==> src/rtl/clk_mode_pkg.sv <==
package clk_mode_pkg;
    typedef enum logic [1:0] {
        ST_RUN      = 2'd0,
        ST_HOLD_EXT = 2'd1,
        ST_HOLD_OSC = 2'd2
    } stall_state_e;

    localparam int unsigned MODE_W = 2;

    // Pin-function codes for one clock: {external-input, oscillator-select}
    localparam logic [MODE_W-1:0] MODE_OSC   = 2'b01;
    localparam logic [MODE_W-1:0] MODE_CLKIN = 2'b11;
endpackage

==> src/rtl/clk_mode_reg.sv <==
module clk_mode_reg
    import clk_mode_pkg::*;
(
    input  logic       clk,
    input  logic       rst_n,
    input  logic       wr_en,
    input  logic [7:0] wr_data,
    input  logic       bit_wr_en,
    input  logic [2:0] bit_idx,
    input  logic       bit_val,
    output logic [7:0] reg_q,
    output logic       range_rise
);
    logic [MODE_W-1:0] hs_q, hs_d, sub_q, sub_d;
    logic              range_q, range_d, range_req, lock_q;

    always_comb begin
        hs_d      = hs_q;
        sub_d     = sub_q;
        range_req = range_q;
        if (wr_en) begin
            hs_d      = wr_data[7:6];
            sub_d     = wr_data[5:4];
            range_req = wr_data[0];
        end else if (bit_wr_en) begin
            case (bit_idx)
                3'd7:    hs_d[1]   = bit_val;
                3'd6:    hs_d[0]   = bit_val;
                3'd5:    sub_d[1]  = bit_val;
                3'd4:    sub_d[0]  = bit_val;
                3'd0:    range_req = bit_val;
                default: ;
            endcase
        end
        range_d    = lock_q ? range_q : range_req;
        range_rise = range_d & ~range_q;
    end

    always_ff @(posedge clk or negedge rst_n) begin
        if (!rst_n) begin
            hs_q    <= '0;
            sub_q   <= '0;
            range_q <= 1'b0;
            lock_q  <= 1'b0;
        end else begin
            hs_q    <= hs_d;
            sub_q   <= sub_d;
            range_q <= range_d;
            lock_q  <= lock_q | (range_d != range_q);
        end
    end

    assign reg_q = {hs_q, sub_q, 3'b000, range_q};


    range_once_chk: assert property (@(posedge clk) disable iff (!rst_n)
        lock_q |=> $stable(range_q));
endmodule

==> src/rtl/clk_stall_fsm.sv <==
module clk_stall_fsm
    import clk_mode_pkg::*;
#(
    parameter int unsigned EXT_STALL_TICKS  = 160,
    parameter int unsigned OSC_STALL_CYCLES = 800
) (
    input  logic clk,
    input  logic rst_n,
    input  logic trig,
    input  logic src_ext,
    input  logic ext_tick,
    output logic clk_en,
    output logic busy
);
    localparam int unsigned MAX_LD = (EXT_STALL_TICKS > OSC_STALL_CYCLES) ?
                                     EXT_STALL_TICKS : OSC_STALL_CYCLES;
    localparam int unsigned CNT_W  = $clog2(MAX_LD + 1);
    localparam logic [CNT_W-1:0] EXT_LD = CNT_W'(EXT_STALL_TICKS);
    localparam logic [CNT_W-1:0] OSC_LD = CNT_W'(OSC_STALL_CYCLES);
    localparam logic [CNT_W-1:0] ONE    = CNT_W'(1);

    stall_state_e     state_q, state_d;
    logic [CNT_W-1:0] cnt_q, cnt_d;

    always_comb begin
        state_d = state_q;
        cnt_d   = cnt_q;
        unique case (state_q)
            ST_RUN, ST_HOLD_EXT, ST_HOLD_OSC: begin
                if (trig) begin
                    state_d = src_ext ? ST_HOLD_EXT : ST_HOLD_OSC;
                    cnt_d   = src_ext ? EXT_LD : OSC_LD;
                end else if (state_q == ST_HOLD_EXT && ext_tick) begin
                    if (cnt_q == ONE) state_d = ST_RUN;
                    cnt_d = cnt_q - ONE;
                end else if (state_q == ST_HOLD_OSC) begin
                    if (cnt_q == ONE) state_d = ST_RUN;
                    cnt_d = cnt_q - ONE;
                end
            end
            default: begin
                state_d = ST_RUN;
                cnt_d   = '0;
            end
        endcase
    end

    always_ff @(posedge clk or negedge rst_n) begin
        if (!rst_n) begin
            state_q <= ST_RUN;
            cnt_q   <= '0;
        end else begin
            state_q <= state_d;
            cnt_q   <= cnt_d;
        end
    end

    always_comb begin
        clk_en = (state_q == ST_RUN);
        busy   = (state_q != ST_RUN);
    end


    reload_chk: assert property (@(posedge clk) disable iff (!rst_n)
        trig |=> (cnt_q == ($past(src_ext) ? EXT_LD : OSC_LD)));

    ext_hold_stable_chk: assert property (@(posedge clk) disable iff (!rst_n)
        (state_q == ST_HOLD_EXT && !ext_tick && !trig) |=> $stable(cnt_q));

    osc_countdown_chk: assert property (@(posedge clk) disable iff (!rst_n)
        (state_q == ST_HOLD_OSC && !trig && cnt_q > ONE) |=>
            (cnt_q == $past(cnt_q) - ONE));
endmodule

==> src/rtl/clk_mode_ctrl.sv <==
module clk_mode_ctrl
    import clk_mode_pkg::*;
#(
    parameter int unsigned EXT_STALL_TICKS  = 160,
    parameter int unsigned OSC_STALL_CYCLES = 800
) (
    input  logic       clk,
    input  logic       rst_n,
    input  logic       wr_en,
    input  logic [7:0] wr_data,
    input  logic       bit_wr_en,
    input  logic [2:0] bit_idx,
    input  logic       bit_val,
    output logic [7:0] rd_data,
    input  logic       cpu_src_ext,
    input  logic       ext_tick,
    input  logic       stop_release,
    output logic       hs_osc_en,
    output logic       hs_clkin_en,
    output logic       sub_osc_en,
    output logic       sub_clkin_en,
    output logic       cpu_clk_en,
    output logic       stall_busy
);
    logic [7:0] reg_q;
    logic       range_rise, trig;

    clk_mode_reg u_reg (
        .clk       (clk),
        .rst_n     (rst_n),
        .wr_en     (wr_en),
        .wr_data   (wr_data),
        .bit_wr_en (bit_wr_en),
        .bit_idx   (bit_idx),
        .bit_val   (bit_val),
        .reg_q     (reg_q),
        .range_rise(range_rise)
    );

    assign trig = range_rise | (stop_release & reg_q[0]);

    clk_stall_fsm #(
        .EXT_STALL_TICKS (EXT_STALL_TICKS),
        .OSC_STALL_CYCLES(OSC_STALL_CYCLES)
    ) u_fsm (
        .clk     (clk),
        .rst_n   (rst_n),
        .trig    (trig),
        .src_ext (cpu_src_ext),
        .ext_tick(ext_tick),
        .clk_en  (cpu_clk_en),
        .busy    (stall_busy)
    );

    assign rd_data      = reg_q;
    assign hs_osc_en    = (reg_q[7:6] == MODE_OSC);
    assign hs_clkin_en  = (reg_q[7:6] == MODE_CLKIN);
    assign sub_osc_en   = (reg_q[5:4] == MODE_OSC);
    assign sub_clkin_en = (reg_q[5:4] == MODE_CLKIN);


    stop_stall_chk: assert property (@(posedge clk) disable iff (!rst_n)
        (stop_release && rd_data[0]) |=> !cpu_clk_en);

    first_set_stall_chk: assert property (@(posedge clk) disable iff (!rst_n)
        $rose(rd_data[0]) |-> !cpu_clk_en);
endmodule

==> config.mk <==
export PLATFORM = sky130hd
export DESIGN_NAME = clk_mode_ctrl
export DESIGN_NICKNAME = d
export VERILOG_FILES = /design/src/rtl/clk_mode_pkg.sv /design/src/rtl/clk_mode_reg.sv /design/src/rtl/clk_stall_fsm.sv /design/src/rtl/clk_mode_ctrl.sv
export SDC_FILE = /design/constraint.sdc
export NUM_CORES = 1
export LEC_CHECK = 0
export BUFFER_PORTS_ARGS = -buffer_cell sky130_fd_sc_hd__buf_2
export CAP_MARGIN = 30
export CORE_UTILIZATION = 51
export CTS_BUF_LIST = sky130_fd_sc_hd__clkbuf_4 sky130_fd_sc_hd__clkbuf_8 sky130_fd_sc_hd__clkbuf_16
export DETAILED_ROUTE_END_ITERATION = 10
export PLACE_DENSITY = 0.81
export RECOVER_POWER = 100
export SYNTH_ARGS = -nofsm -noshare
export SYNTH_HDL_FRONTEND = slang
export SYNTH_SLANG_ARGS = --single-unit
==> constraint.sdc <==
create_clock -name clk -period 2.2 [get_ports clk]
set_input_delay 0.33 -clock clk [delete_from_list [all_inputs] [get_ports clk]]
set_output_delay 0.33 -clock clk [all_outputs]
set_load 0.03 [all_outputs]
==> impl_metrics.json <==
{
  "grt_pass1_wl_um": 4020,
  "p_per_area_mw_per_mm2": 1080,
  "seq_area_frac_synth_pct": 38.1,
  "initial_core_util_pct": 54.0,
  "numPortBuffers": 26,
  "yosysUniqueCellTypes": 44,
  "grt_start_max_net_pins": 19,
  "num_io_pins": 33,
  "critPathArrivalTime_ns": 2.02,
  "drt_wl_total_um": 2280,
  "endpoint_kind": "register",
  "hpwl_um": 1790,
  "post_cts_buffers": 0,
  "finalClockSkew_ns": 0.00487,
  "synthCells": 127,
  "setup_slack_ns": 0.332,
  "drc": 0,
  "worstMarginPinSlew_ns": 0.941,
  "setup_viol": 0,
  "critPathMaxFanout": 4,
  "setup-tns-final_ns": 0,
  "worstPathRequired_ns": 2.36,
  "vias": 1023,
  "layout.nets": 176,
  "yosysTopAreaCellShare_pct": 38.1,
  "fp.dieArea_mm2": 0.00252,
  "grt_usage_pct": 20.9,
  "synth_most_common_cell": "dfrtp_1",
  "cts_root_buf": "clkbuf_4",
  "viasPerCell": 5.65,
  "clk_latency_ns": 0.28,
  "area_growth_pct": 9.84,
  "leakage_nw": 0.577,
  "hold_slack_ns": 0.262,
  "synth_flop_cell": "dfrtp_1",
  "routabilityCongestion": 0.899,
  "die_w_um": 50.2,
  "synth_commonest_cells": "dfrtp_1 (18), nand2_1 (12), nor2_1 (12), a21oi_1 (7), nor3_1 (7)",
  "synth_area_mm2": 0.00118,
  "critPathLaunchType": "register",
  "synth-edff-count": 0,
  "cts.sinks": 18,
  "status": "completed",
  "clk_pin_slew_ns": 0.10,
  "critical_path_class": "register to register",
  "max_freq_mhz": 535,
  "fin_crit_ns": 1.87,
  "postRouteAntennaNets": 0,
  "diodes": 0,
  "synth_area_leaders": "dfrtp_1 (38%), nand2_1 (3.8%), nor2_1 (3.8%)",
  "placeableCoreArea_mm2": 0.00219,
  "maxSlewViolCount": 0,
  "slew_headroom_pct": 37.3,
  "num_rows": 17,
  "synth_top_area_cell": "dfrtp_1",
  "hold_violations": 0,
  "post-place-ws_ns": 0.400,
  "grt_pass1_vias": 958,
  "clockBufferDepth": 2,
  "overflow": 0,
  "finalCritPeriodShare_pct": 84.9,
  "first_pass_iters": 4,
  "ir_worst_vdd_uv": 467,
  "cts_tree": "yes",
  "antenna_found_initial": 0,
  "max-cap-violations": 0,
  "wl_per_cell_um": 12.6,
  "syn_area_per_cell_um2": 9.31,
  "htreeDepth": 1,
  "async_flop_share_pct": 100,
  "drive_gt1_share_pct": 15.7,
  "cts_buffers": 3,
  "drtIter0Drc": 10,
  "synth-seq-cells": 18,
  "hold_path.class": "input pin to register",
  "rsz0062_at_grt": "false",
  "yosysWarnings": 0,
  "fp.dieH_um": 50.2
}
per-layer routing:
layer	vias up	wire length (um)	track usage, %
met5	-	0	0
met4	0	36	11.0
met3	6	84	3.33
met2	20	1130	36.2
met1	483	1030	24.5
li1	514	-	-
power by group:
group	total (mW)	internal [mW]	switching, mW
combinational	0.699	0.266	0.433
clock	0.157	0.0635	0.0933
sequential	0.550	0.436	0.114
cells by family after synthesis:
group                      synth area share, %
adders and majority gates                 2.12
xor gates and xnor gates                  1.48
other                                    0.317
DFF                                       38.1
AOI/OAI and AO/OA                         17.2
and+or+nand+nor                           29.5
muxes                                     5.50
buffers and inverters                     5.71
worst max-delay path, stage by stage, from the launching register on:
cell	delay, ns
dfrtp_1	0.40
inv_1	0.10
ha_1	0.21
or4b_1	0.52
nor4_1	0.18
o21ai_0	0.10
nand3_1	0.10
o311ai_0	0.11
final timing paths:
check,start,slack (ns),cells after the start,to
min,wr_data[5],0.26,3,u_reg.sub_q[1]
max,u_fsm.cnt_q[0],0.33,7,u_fsm.cnt_q[8]
max reg2reg,u_fsm.cnt_q[0],0.33,7,u_fsm.cnt_q[8]
min reg2reg,u_reg.lock_q,0.54,1,u_reg.lock_q
max in group asynchronous,rst_n,0.92,2,u_reg.sub_q[1]
min in group asynchronous,rst_n,0.70,2,u_fsm.cnt_q[3]
flip-flops by register name, indices dropped and copies added, names as in the netlist:
register and count:
u_fsm.cnt_q 10, u_reg.hs_q 2, u_reg.sub_q 2, u_reg.range_q 1, u_reg.lock_q 1, u_fsm.state_q 2
final cells by class:
class	count	area, um^2
tap	28	35.0
clock buffer	3	22.5
timing repair buffer	28	131
inverter	3	11.3
fill	216	892
multi-input combinational	101	648
sequential	18	450
layout by cell type (no fill, tap or decap), types with 2 or more instances in the layout:
| master | n |
|---|---|
| nor2_1 | 13 |
| a22oi_1 | 2 |
| o21ai_0 | 7 |
| nand3_1 | 3 |
| a31oi_1 | 3 |
| a21o_1 | 2 |
| clkbuf_4 | 3 |
| nor3_1 | 7 |
| dfrtp_1 | 18 |
| a21oi_1 | 7 |
| xor2_1 | 2 |
| inv_1 | 3 |
| mux2i_1 | 2 |
| clkbuf_1 | 13 |
| o311ai_0 | 2 |
| nor3b_1 | 2 |
| nand2_1 | 13 |
| nand4_1 | 2 |
| nor2b_1 | 2 |
| mux2_2 | 3 |
| or4b_1 | 2 |
| conb_1 | 3 |
| ha_1 | 2 |
| nand2b_1 | 2 |
| and2_1 | 4 |
| nor4_1 | 2 |
| buf_2 | 13 |
what timing repair did:
| action | in CTS | in global routing |
|---|---|---|
| endpoints found under the hold margin | 18 | 0 |
| hold buffers | 1 | 0 |
| setup endpoints to repair | 0 | 0 |
| gates resized for setup | 0 | 0 |
per-stage QoR:
stage	instances	total power [mW]	cell area, um^2	utilization (%)
after floorplan	129	1.13	1190	-
after global placement	177	1.28	1310	59.6
after detailed placement	177	1.29	1310	59.6
after CTS	181	1.45	1340	61.1
after global routing	181	1.52	1300	59.3
final	181	1.40	1300	59.3
Power figures use the tool's default switching activity.
